--- src/rtl/cq_pkg.sv ---
package cq_pkg;

  typedef enum logic [1:0] {
    CL_INT      = 2'd0,
    CL_FP       = 2'd1,
    CL_BR_PLAIN = 2'd2,
    CL_BR_REG   = 2'd3
  } iclass_e;

  // position d steps after p on a ring of the given size
  function automatic int unsigned ring_add(int unsigned p, int unsigned d, int unsigned size);
    return (p + d) % size;
  endfunction

  // distance of tag behind the head on the ring (0 = oldest)
  function automatic int unsigned ring_age(int unsigned tag, int unsigned head, int unsigned size);
    return (tag + size - head) % size;
  endfunction

  function automatic logic needs_entry(logic [1:0] cls);
    return cls != CL_BR_PLAIN;
  endfunction

  function automatic logic goes_to_unit(logic [1:0] cls);
    return (cls == CL_INT) || (cls == CL_FP);
  endfunction

  function automatic logic done_at_alloc(logic [1:0] cls);
    return cls == CL_BR_REG;
  endfunction

endpackage

--- src/rtl/cq_alloc.sv ---
module cq_alloc
  import cq_pkg::*;
#(
  parameter int DEPTH = 6,
  parameter int NDISP = 2,
  parameter int TAG_W = 3,
  parameter int CNT_W = 3
) (
  input  logic [NDISP-1:0]            disp_valid,
  input  logic [NDISP-1:0][1:0]       disp_class,
  input  logic [CNT_W-1:0]            count,
  input  logic [TAG_W-1:0]            tail,
  input  logic                        flush_valid,
  output logic [NDISP-1:0]            disp_ready,
  output logic [NDISP-1:0]            disp_issue,
  output logic [NDISP-1:0]            alloc_en,
  output logic [NDISP-1:0]            alloc_fin,
  output logic [NDISP-1:0][TAG_W-1:0] slot_tag,
  output logic [CNT_W-1:0]            n_alloc
);

  logic [NDISP-1:0] need;
  logic [NDISP-1:0] take;

  always_comb begin
    for (int s = 0; s < NDISP; s++) begin
      need[s]      = needs_entry(disp_class[s]);
      alloc_fin[s] = done_at_alloc(disp_class[s]);
    end
  end

  always_comb begin
    int unsigned used;
    int unsigned free_n;
    logic        chain;
    used   = 0;
    chain  = 1'b1;
    free_n = DEPTH - 32'(count);
    for (int s = 0; s < NDISP; s++) begin
      disp_ready[s] = chain && !flush_valid && ((used + 32'(need[s])) <= free_n);
      slot_tag[s]   = TAG_W'(ring_add(32'(tail), used, DEPTH));
      take[s]       = disp_valid[s] && disp_ready[s];
      alloc_en[s]   = take[s] && need[s];
      disp_issue[s] = take[s] && goes_to_unit(disp_class[s]);
      if (take[s]) used = used + 32'(need[s]);
      chain = chain && take[s];
    end
    n_alloc = CNT_W'(used);
  end

endmodule

--- src/rtl/cq_entries.sv ---
module cq_entries
  import cq_pkg::*;
#(
  parameter int DEPTH  = 6,
  parameter int NDISP  = 2,
  parameter int NFIN   = 2,
  parameter int NRET   = 2,
  parameter int TAG_W  = 3,
  parameter int DEST_W = 5
) (
  input  logic                         clk,
  input  logic                         rst_n,
  input  logic [NDISP-1:0]             alloc_en,
  input  logic [NDISP-1:0]             alloc_fin,
  input  logic [NDISP-1:0][TAG_W-1:0]  slot_tag,
  input  logic [NDISP-1:0][DEST_W-1:0] slot_dest,
  input  logic [NFIN-1:0]              fin_valid,
  input  logic [NFIN-1:0][TAG_W-1:0]   fin_tag,
  input  logic [NFIN-1:0]              fin_exc,
  input  logic [NRET-1:0]              ret_en,
  input  logic [TAG_W-1:0]             head,
  input  logic                         flush_valid,
  input  logic                         flush_self,
  input  logic [TAG_W-1:0]             flush_tag,
  output logic [DEPTH-1:0]             ent_valid,
  output logic [DEPTH-1:0]             ent_fin,
  output logic [DEPTH-1:0]             ent_exc,
  output logic [DEPTH-1:0][DEST_W-1:0] ent_dest
);

  for (genvar i = 0; i < DEPTH; i++) begin : g_ent
    logic              v_q, f_q, x_q;
    logic [DEST_W-1:0] d_q;
    logic              kill, ret_hit, alloc_hit, a_fin, fin_hit, fin_x;
    logic [DEST_W-1:0] a_dest;

    always_comb begin
      kill = flush_valid &&
             ((ring_age(32'(i), 32'(head), DEPTH) > ring_age(32'(flush_tag), 32'(head), DEPTH)) ||
              (flush_self && (flush_tag == TAG_W'(i))));
      ret_hit = 1'b0;
      for (int r = 0; r < NRET; r++)
        if (ret_en[r] && (TAG_W'(ring_add(32'(head), r, DEPTH)) == TAG_W'(i))) ret_hit = 1'b1;
      alloc_hit = 1'b0;
      a_fin     = 1'b0;
      a_dest    = '0;
      for (int s = 0; s < NDISP; s++)
        if (alloc_en[s] && (slot_tag[s] == TAG_W'(i))) begin
          alloc_hit = 1'b1;
          a_fin     = alloc_fin[s];
          a_dest    = slot_dest[s];
        end
      fin_hit = 1'b0;
      fin_x   = 1'b0;
      for (int f = 0; f < NFIN; f++)
        if (fin_valid[f] && (fin_tag[f] == TAG_W'(i))) begin
          fin_hit = 1'b1;
          fin_x   = fin_x | fin_exc[f];
        end
    end

    always_ff @(posedge clk) begin
      if (!rst_n) begin
        v_q <= 1'b0;
        f_q <= 1'b0;
        x_q <= 1'b0;
        d_q <= '0;
      end else if (kill || ret_hit) begin
        v_q <= 1'b0;
        f_q <= 1'b0;
        x_q <= 1'b0;
      end else if (alloc_hit) begin
        v_q <= 1'b1;
        f_q <= a_fin;
        x_q <= 1'b0;
        d_q <= a_dest;
      end else if (fin_hit && v_q) begin
        f_q <= 1'b1;
        x_q <= fin_x;
      end
    end

    assign ent_valid[i] = v_q;
    assign ent_fin[i]   = f_q;
    assign ent_exc[i]   = x_q;
    assign ent_dest[i]  = d_q;

    AST_ALLOC_FREE: assert property (@(posedge clk) disable iff (!rst_n)
      alloc_hit |-> !v_q);
    AST_RETIRE_LIVE: assert property (@(posedge clk) disable iff (!rst_n)
      ret_hit |-> (v_q && f_q && !x_q));
  end

endmodule

--- src/rtl/cq_retire.sv ---
module cq_retire
  import cq_pkg::*;
#(
  parameter int DEPTH  = 6,
  parameter int NRET   = 2,
  parameter int TAG_W  = 3,
  parameter int CNT_W  = 3,
  parameter int DEST_W = 5
) (
  input  logic                         clk,
  input  logic                         rst_n,
  input  logic [TAG_W-1:0]             head,
  input  logic [CNT_W-1:0]             count,
  input  logic [DEPTH-1:0]             ent_valid,
  input  logic [DEPTH-1:0]             ent_fin,
  input  logic [DEPTH-1:0]             ent_exc,
  input  logic [DEPTH-1:0][DEST_W-1:0] ent_dest,
  input  logic                         flush_valid,
  output logic [NRET-1:0]              ret_en,
  output logic [NRET-1:0][TAG_W-1:0]   ret_tag,
  output logic [NRET-1:0][DEST_W-1:0]  ret_dest,
  output logic [CNT_W-1:0]             n_ret,
  output logic                         trap_valid,
  output logic [TAG_W-1:0]             trap_tag
);

  always_comb begin
    logic        chain;
    int unsigned n;
    chain = 1'b1;
    n     = 0;
    for (int r = 0; r < NRET; r++) begin
      ret_tag[r]  = TAG_W'(ring_add(32'(head), r, DEPTH));
      ret_dest[r] = ent_dest[ret_tag[r]];
      chain = chain && (r < 32'(count)) && ent_fin[ret_tag[r]] &&
              !ent_exc[ret_tag[r]] && !flush_valid;
      ret_en[r] = chain;
      if (chain) n = n + 1;
    end
    n_ret = CNT_W'(n);
  end

  assign trap_valid = (count != '0) && ent_fin[head] && ent_exc[head];
  assign trap_tag   = head;

  for (genvar r = 1; r < NRET; r++) begin : g_lane_chk
    AST_LANE_ORDER: assert property (@(posedge clk) disable iff (!rst_n)
      ret_en[r] |-> ret_en[r-1]);
  end

  AST_TRAP_BLOCKS: assert property (@(posedge clk) disable iff (!rst_n)
    trap_valid |-> !ret_en[0]);
  AST_HEAD_LIVE: assert property (@(posedge clk) disable iff (!rst_n)
    ret_en[0] |-> ent_valid[head]);

endmodule

--- src/rtl/cq_ctrl.sv ---
module cq_ctrl
  import cq_pkg::*;
#(
  parameter int DEPTH  = 6,
  parameter int NDISP  = 2,
  parameter int NFIN   = 2,
  parameter int NRET   = 2,
  parameter int DEST_W = 5,
  localparam int TAG_W = $clog2(DEPTH),
  localparam int CNT_W = $clog2(DEPTH + 1)
) (
  input  logic                     clk,
  input  logic                     rst_n,
  input  logic [NDISP-1:0]         disp_valid,
  input  logic [NDISP*2-1:0]       disp_class,
  input  logic [NDISP*DEST_W-1:0]  disp_dest,
  output logic [NDISP-1:0]         disp_ready,
  output logic [NDISP*TAG_W-1:0]   disp_tag,
  output logic [NDISP-1:0]         disp_issue,
  input  logic [NFIN-1:0]          fin_valid,
  input  logic [NFIN*TAG_W-1:0]    fin_tag,
  input  logic [NFIN-1:0]          fin_exc,
  input  logic                     flush_valid,
  input  logic                     flush_self,
  input  logic [TAG_W-1:0]         flush_tag,
  output logic [NRET-1:0]          commit_valid,
  output logic [NRET*TAG_W-1:0]    commit_tag,
  output logic [NRET*DEST_W-1:0]   commit_dest,
  output logic                     trap_valid,
  output logic [TAG_W-1:0]         trap_tag
);

  logic [TAG_W-1:0]             head_q, tail_q;
  logic [CNT_W-1:0]             count_q;
  logic [NDISP-1:0]             alloc_en, alloc_fin;
  logic [NDISP-1:0][TAG_W-1:0]  slot_tag;
  logic [CNT_W-1:0]             n_alloc, n_ret;
  logic [NRET-1:0]              ret_en;
  logic [NRET-1:0][TAG_W-1:0]   ret_tag;
  logic [NRET-1:0][DEST_W-1:0]  ret_dest;
  logic [DEPTH-1:0]             ent_valid, ent_fin, ent_exc;
  logic [DEPTH-1:0][DEST_W-1:0] ent_dest;
  logic [TAG_W-1:0]             head_d, tail_d;
  logic [CNT_W-1:0]             count_d;

  cq_alloc #(.DEPTH(DEPTH), .NDISP(NDISP), .TAG_W(TAG_W), .CNT_W(CNT_W)) u_alloc (
    .disp_valid (disp_valid),
    .disp_class (disp_class),
    .count      (count_q),
    .tail       (tail_q),
    .flush_valid(flush_valid),
    .disp_ready (disp_ready),
    .disp_issue (disp_issue),
    .alloc_en   (alloc_en),
    .alloc_fin  (alloc_fin),
    .slot_tag   (slot_tag),
    .n_alloc    (n_alloc)
  );

  cq_entries #(.DEPTH(DEPTH), .NDISP(NDISP), .NFIN(NFIN), .NRET(NRET),
               .TAG_W(TAG_W), .DEST_W(DEST_W)) u_entries (
    .clk        (clk),
    .rst_n      (rst_n),
    .alloc_en   (alloc_en),
    .alloc_fin  (alloc_fin),
    .slot_tag   (slot_tag),
    .slot_dest  (disp_dest),
    .fin_valid  (fin_valid),
    .fin_tag    (fin_tag),
    .fin_exc    (fin_exc),
    .ret_en     (ret_en),
    .head       (head_q),
    .flush_valid(flush_valid),
    .flush_self (flush_self),
    .flush_tag  (flush_tag),
    .ent_valid  (ent_valid),
    .ent_fin    (ent_fin),
    .ent_exc    (ent_exc),
    .ent_dest   (ent_dest)
  );

  cq_retire #(.DEPTH(DEPTH), .NRET(NRET), .TAG_W(TAG_W), .CNT_W(CNT_W),
              .DEST_W(DEST_W)) u_retire (
    .clk        (clk),
    .rst_n      (rst_n),
    .head       (head_q),
    .count      (count_q),
    .ent_valid  (ent_valid),
    .ent_fin    (ent_fin),
    .ent_exc    (ent_exc),
    .ent_dest   (ent_dest),
    .flush_valid(flush_valid),
    .ret_en     (ret_en),
    .ret_tag    (ret_tag),
    .ret_dest   (ret_dest),
    .n_ret      (n_ret),
    .trap_valid (trap_valid),
    .trap_tag   (trap_tag)
  );

  assign disp_tag     = slot_tag;
  assign commit_valid = ret_en;
  assign commit_tag   = ret_tag;
  assign commit_dest  = ret_dest;

  always_comb begin
    int unsigned keep;
    keep = ring_age(32'(flush_tag), 32'(head_q), DEPTH);
    if (flush_valid) begin
      head_d  = head_q;
      tail_d  = flush_self ? flush_tag : TAG_W'(ring_add(32'(flush_tag), 1, DEPTH));
      count_d = CNT_W'(flush_self ? keep : keep + 1);
    end else begin
      head_d  = TAG_W'(ring_add(32'(head_q), 32'(n_ret), DEPTH));
      tail_d  = TAG_W'(ring_add(32'(tail_q), 32'(n_alloc), DEPTH));
      count_d = count_q + n_alloc - n_ret;
    end
  end

  always_ff @(posedge clk) begin
    if (!rst_n) begin
      head_q  <= '0;
      tail_q  <= '0;
      count_q <= '0;
    end else begin
      head_q  <= head_d;
      tail_q  <= tail_d;
      count_q <= count_d;
    end
  end

  AST_NO_OVERFLOW: assert property (@(posedge clk) disable iff (!rst_n)
    32'(count_q) <= DEPTH);
  AST_OCCUPANCY: assert property (@(posedge clk) disable iff (!rst_n)
    $countones(ent_valid) == 32'(count_q));
  AST_FLUSH_QUIET: assert property (@(posedge clk) disable iff (!rst_n)
    flush_valid |-> (disp_ready == '0) && (commit_valid == '0));
  AST_FLUSH_SHRINK: assert property (@(posedge clk) disable iff (!rst_n)
    flush_valid |=> (count_q <= $past(count_q)));

endmodule

--- config.mk ---
export PLATFORM = sky130hd
export DESIGN_NAME = cq_ctrl
export DESIGN_NICKNAME = d
export VERILOG_FILES = /design/src/rtl/cq_pkg.sv /design/src/rtl/cq_alloc.sv /design/src/rtl/cq_entries.sv /design/src/rtl/cq_retire.sv /design/src/rtl/cq_ctrl.sv
export SDC_FILE = /design/constraint.sdc
export NUM_CORES = 1
export LEC_CHECK = 0
export BUFFER_PORTS_ARGS = -buffer_cell sky130_fd_sc_hd__buf_2
export CORE_ASPECT_RATIO = 0.7
export CORE_MARGIN = 5
export CORE_UTILIZATION = 50
export DETAILED_ROUTE_END_ITERATION = 7
export PLACE_DENSITY = 0.76
export SLEW_MARGIN = 20
export SYNTH_ARGS = -nofsm -noshare
export SYNTH_HDL_FRONTEND = slang
export SYNTH_SLANG_ARGS = --single-unit
--- constraint.sdc ---
create_clock -name clk -period 12.25 [get_ports clk]
set_clock_uncertainty 0.05 [all_clocks]
set_input_delay 2.45 -clock clk [delete_from_list [all_inputs] [get_ports clk]]
set_output_delay 2.45 -clock clk [all_outputs]
set_load 0.03 [all_outputs]
Word level (Yosys, flattened, before mapping). Cells that the tools add are included.

Register bits: 57. Input port bits: 33. Word-level logic and storage cells: 358.

Add/subtract/negate cells: 19. Div/mod/pow operators: 14. Magnitude comparators: 13. Equal/unequal tests: 41. Muxes and demuxes: 108. Bitwise operators: 13. Reduce and logical (&&, ||, !) cells: 123.

Operators with widths (count): 32-bit by 3-bit remainder unit with 32-bit output, second input constant (12); 32-bit > comparator (6); 1-bit two-way mux (80); 1-bit logical AND (72); 5-bit two-way mux (14); 3-bit by 3-bit remainder unit with 32-bit output, second input constant (2); 3-bit by 2-bit equality test with 1-bit output, second input constant (14); 3-bit equality test, second input constant (14); 3-bit by 32-bit adder with 32-bit output (1); 1-bit by 32-bit <= comparator with 1-bit output (1); 32-bit <= comparator (1); 32-bit by 3-bit subtractor with 32-bit output (1); 5-bit binary-select mux with 3-bit select (2); 3-bit by 1-bit equality test with 1-bit output, second input constant (7); 3-bit logical NOT (7); 4-bit by 3-bit subtractor with 5-bit output, first input constant (4); 1-bit binary-select mux with 3-bit select (6); 3-bit two-way mux (6); 3-bit OR reduction (6); 1-bit logical OR (14); 3-bit by 4-bit less-than comparator with 1-bit output, second input constant (3); 2-bit AND reduction (6); 2-bit nonzero test (6); 2-bit OR reduction (6); 17 further kinds (40).

Longest topological paths before layout.
Depth in word-level cells: 15. Mapped depth: 35. Mapped depth without buffers: 32.

Modules after synthesis. From an unflattened synthesis, not the netlist that was laid out.

Cells, all modules: 1573. Area total of the unflattened synthesis: 12121.6 um2.

Modules (own cells, without submodules): cq_entries (times used 1, cells an instance 1175, area each 9083.7 um2, sequential area each 960.9 um2); cq_retire (times used 1, cells an instance 194, area each 1403.8 um2, sequential area each 0.0 um2); cq_ctrl (times used 1, cells an instance 146, area each 1201.2 um2, sequential area each 180.2 um2); cq_alloc (times used 1, cells an instance 58, area each 432.9 um2, sequential area each 0.0 um2).

Worst setup path after synthesis. No wires, ideal clock.

Path type: input to register. Start: input port flush_tag[1]. End: register u_entries.g_ent[3].d_q[3]. Arrival time: 9.070 ns. Path slack: 3.069 ns. Cell stages on the path: 35. Buffers on the path: 4. Path through: inv_1 ha_1 inv_1 ha_1 buf_4 buf_2 a21oi_1 ha_1 ha_1 inv_1 clkbuf_1 nand4_1 mux2_2 a31oi_2 nor2_1 xnor2_1 ha_1 nor3_1 nand3_1 o211ai_1 clkbuf_1 o21ai_0 ha_1 nand4_1 nor2_1 nand4_1 or3_1 or2_2 nor2b_1 nor3b_1 a31oi_1 nand3_1 a31oi_1 a21oi_1 o221a_1.

Longest elaborated chain between the ends: 9. Elaborated cells on any way between the ends: 11. Classes of those cells: 2 x add/sub; 1 x div; 1 x order compare; 1 x eq/ne; 1 x bitwise; 5 x reduce/logical.

RTL lines: start, declared (line cq_ctrl.sv:25) `input logic [TAG_W-1:0] flush_tag,`; 3-bit by 3-bit adder with 4-bit output (line cq_pkg.sv:17) `return (tag + size - head) % size;`; 32-bit by 3-bit subtractor with 32-bit output (line cq_pkg.sv:17); 32-bit by 3-bit remainder unit with 32-bit output (line cq_pkg.sv:17); 32-bit > comparator (line cq_entries.sv:39) `((ring_age(32'(i), 32'(head), DEPTH) > ring_age(32'(flush_tag), 32'(head), DEPTH)) ||`; 1-bit logical OR (*) (line cq_entries.sv:39); 1-bit logical AND (*) (line cq_entries.sv:38) `kill = flush_valid &&`; 1-bit logical OR (*) (line cq_entries.sv:68) `end else if (kill || ret_hit) begin`; 1-bit inverter (no source line) (*); 2-bit AND reduction (no source line) (*); end signal, assigned (line cq_entries.sv:76) `d_q <= a_dest;`; end, declared (line cq_entries.sv:33) `logic [DEST_W-1:0] d_q;`.

Every way passes the cells marked *; elsewhere a longest branch is shown, timed or not. A chain may end at the register's enable or synchronous reset.

Worst setup path after layout. Same ends and word-level chain as after synthesis.

==> results by group <==
STA
  – Hold WS: 0.436 ns
  – Final setup violation count: 0
  – Rel. slew slack: 26.0%
  – Final worst-path cycle share: 85.2%
  – Unrepaired setup endpoints after global routing: false
  – Worst Tran Pin Value: 1.10 ns
  – Setup WS post-layout: 1.82 ns
  – Total Negative Setup Slacks: 0 ns
  – Slew Viols, Final: 0
  – FMAX: 95.9 MHz
  – Endpoints failing hold: 0
  – Tmin final: 10.43 ns

Synth
  – Syn Nets: 1844
  – Compound-cell area share of the yosys netlist: 27.5%
  – Post-synth EDFFs: 0
  – Sequential share of the synthesized area: 9.68%
  – Cells after synthesis: 1584
  – Async SR Flop Fraction: 0%
  – XOR/XNOR Fraction of Synth Area: 2.98%
  – Netlist cell types: 91
  – Synth Area in Simple Gates: 24.5%
  – Syn Std Cell Area: 11800 um^2
  – Synthesized flop and latch total: 57
  – Largest family of logic cells by synthesized area: compound AO/OA/AOI/OAI gates
  – Synth Area in Adders: 25.5%
  – Syn. warnings: 0
  – Primary FF master, synth: dfxtp_1
  – Synth Area per Inst: 7.44 um^2
  – Post-synthesis mux area share: 4.47%

Pwr
  – Internal Power: 655 uW
  – Leak Pwr: 0.00585 uW
  – Psw: 539 uW
  – Comb pwr share: 57.6%
  – Clock power share: 25.4%
  – Max VDD drop: 70.7 uV
  – Flop pwr share: 17.0%
  – P per Cell Area: 92.8 nW/um^2
  – Sw Share: 45.1%

Die
  – Initial Utilization: 50.3%
  – Cell row count: 47
  – Io pins: 65
  – Horiz. Die Dim: 193 um
  – Die H: 138 um
  – Die Area: 26800 um^2
  – Core ar.: 23400 um^2

CTS
  – Post-CTS Repair Setup Buffers: 0
  – Root Driver: clkbuf_16
  – Post_cts resized: 0
  – CTS tree: done
  – Num CTS Buffers: 9
  – H-tree Lvls: 3
  – CTS sink cnt: 57
  – Clock transition at path regs: 0.06 ns
  – Clock latency on the worst-skew pair: 0.34 ns
  – Hold bufs inserted after CTS: 0
  – CTS Buffer Depth: 2

Final layout
  – Fill count: 2195
  – Multi-input gate area: 10000 um^2
  – Reg area: 1140 um^2
  – Layout cells sized above 1: 11.5%
  – Nets: 1883
  – Area growth syn-to-layout: 9.22%
  – Most common cell after layout, fill and taps aside: ha_1
  – Antenna diode count: 0
  – Most frequent cells in the layout: 222 x ha_1, 157 x nor2_1, 133 x a21oi_1

Drt
  – Via density: 6.62
  – Detailed-route wire length per cell: 20.3 um
  – Routed vias: 12885
  – # DRC: 0
  – Total Routed Length: 39600 um
  – Final antenna-violating net count: 0
  – Starting DRT DRC Count: 1837
  – 1st-pass router iterations: 6

Placement
  – Post-Place Worst Slack: 1.63 ns
  – Global placement routability congestion: 0.980
  – Final HPWL DP: 30900 um
  – Input/output buffers: 64

Global route
  – Vias in the first global route: 11732
  – Initial antenna violation count: 1
  – GRT Total Usage: 27.9%
  – GRT Residual Overflow: 0
  – Largest net degree at the start of global routing: 42
  – Global-route wire length before repair: 62400 um

Worst setup path
  – CP startpoint kind: input pin
  – CP dominant cell by count: ha_1
  – Worst-path fanout max: 21
  – Setup CP Type: in -> reg
  – CP endpoint kind: flop
  – Crit path max-delay cell type: o21ai_0
  – Max incr delay on CP: 0.90 ns
  – Required time worst endpoint: 12.48 ns
  – Critical Path AT: 10.66 ns

Hold path
  – Hold WC Path Type: reg -> reg

Run
  – Maxcap violations: 0

Status
  – Status: completed
==> kinds of logic (layout without fill, tap and decap cells) <==
kind of cell	after synthesis	after routing
flops	57	57
buf+inv	154	198
simple gates	580	580
mux	39	39
xor+xnor	38	38
fa+ha+maj	240	240
compound gates	476	476
==> registers in the layout (all words and copies together) (netlist names) <==
name	cells
count_q	3
head_q	3
tail_q	3
u_entries.g_ent.d_q	30
u_entries.g_ent.f_q	6
u_entries.g_ent.v_q	6
u_entries.g_ent.x_q	6
==> cell type report <==
cell class	instances	share of cell area [%]
inverters	74	2.16
well taps	318	3.09
repair buffers	108	5.06
flip-flops and latches	57	8.88
multi-input cells	1373	78.1
clock buffers	9	1.75
clock inverters	7	0.972
==> cell usage after synthesis (5+ instances only) <==
cell	n	area [um^2]
a221oi_1	6	52.6
a31oi_1	23	144
dfxtp_1	57	1140
o221a_2	15	169
nor2b_1	30	188
a21oi_1	133	666
fa_1	5	100
o211ai_1	6	45.0
mux2_2	5	56.3
nand2b_1	26	163
o21ai_0	73	365
buf_4	5	37.5
and3_1	23	144
a21o_1	52	390
nand3_1	47	235
or3_1	10	62.6
inv_1	69	259
o31ai_1	30	225
mux2i_1	23	230
o22ai_1	10	62.6
a21boi_0	12	90.1
nand2_1	104	390
o21a_1	7	52.6
nor4_1	18	113
buf_1	9	33.8
a222oi_1	5	50.1
nand4_1	39	244
buf_2	9	45.0
or2_2	7	43.8
xnor2_1	25	219
nor2_1	157	589
nand3b_1	10	75.1
ha_1	222	2780
nor3_1	72	360
mux4_2	10	225
a311oi_1	7	61.3
maj3_1	13	130
xor2_1	12	105
clkbuf_1	55	206
o21bai_1	5	37.5
nor3b_1	14	105
and2_1	8	50.1
a211oi_1	26	195
==> per-stage QoR <==
step           std cells  instance area (um^2)  power, uW  util [%]
2_1_floorplan       1584                 11800        695         -
3_3_place_gp        1930                 12500        854      53.5
3_5_place_dp        1930                 12500        872      53.5
4_1_cts             1946                 12900       1170      55.0
5_1_grt             1946                 12900       1270      55.0
6_report            1946                 12900       1190      55.0
==> layer usage <==
metal	share of wire [%]	track usage [%]	up-vias
met3	12	7.08	79
met4	2.1	5.59	2
met5	0.033	0	-
met2	41	40.6	694
li1	-	-	6072
met1	44	41.5	6038
==> final timing paths <==
kind              slack (ns)                      start                   endpoint  cells past startpoint
setup / recovery        1.82               flush_tag[1]  u_entries.g_ent[3].d_q[3]                     30
hold / removal          0.44  u_entries.g_ent[1].d_q[3]  u_entries.g_ent[1].d_q[3]                      2
setup reg to reg        3.61                  head_q[1]  u_entries.g_ent[3].d_q[3]                     29
hold reg to reg         0.44  u_entries.g_ent[1].d_q[3]  u_entries.g_ent[1].d_q[3]                      2
==> critical path, delay by kind of cell <==
kind,cells,cell delay (ns)
AOI/OAI and AO/OA,10,3.34
adders and majority gates,5,2.00
buffers and inverters,4,0.62
and+or+nand+nor,11,2.23
==> power groups by stage <==
| stage | registers, uW | logic (uW) | clock network, uW |
|---|---|---|---|
| after floorplan | 205 | 490 | 0 |
| after CTS | 203 | 669 | 301 |
| final | 203 | 688 | 303 |
| after global placement | 207 | 648 | 0 |
| after detailed placement | 207 | 665 | 0 |
| after global routing | 205 | 753 | 309 |
(Power assumes the default switching activity.)
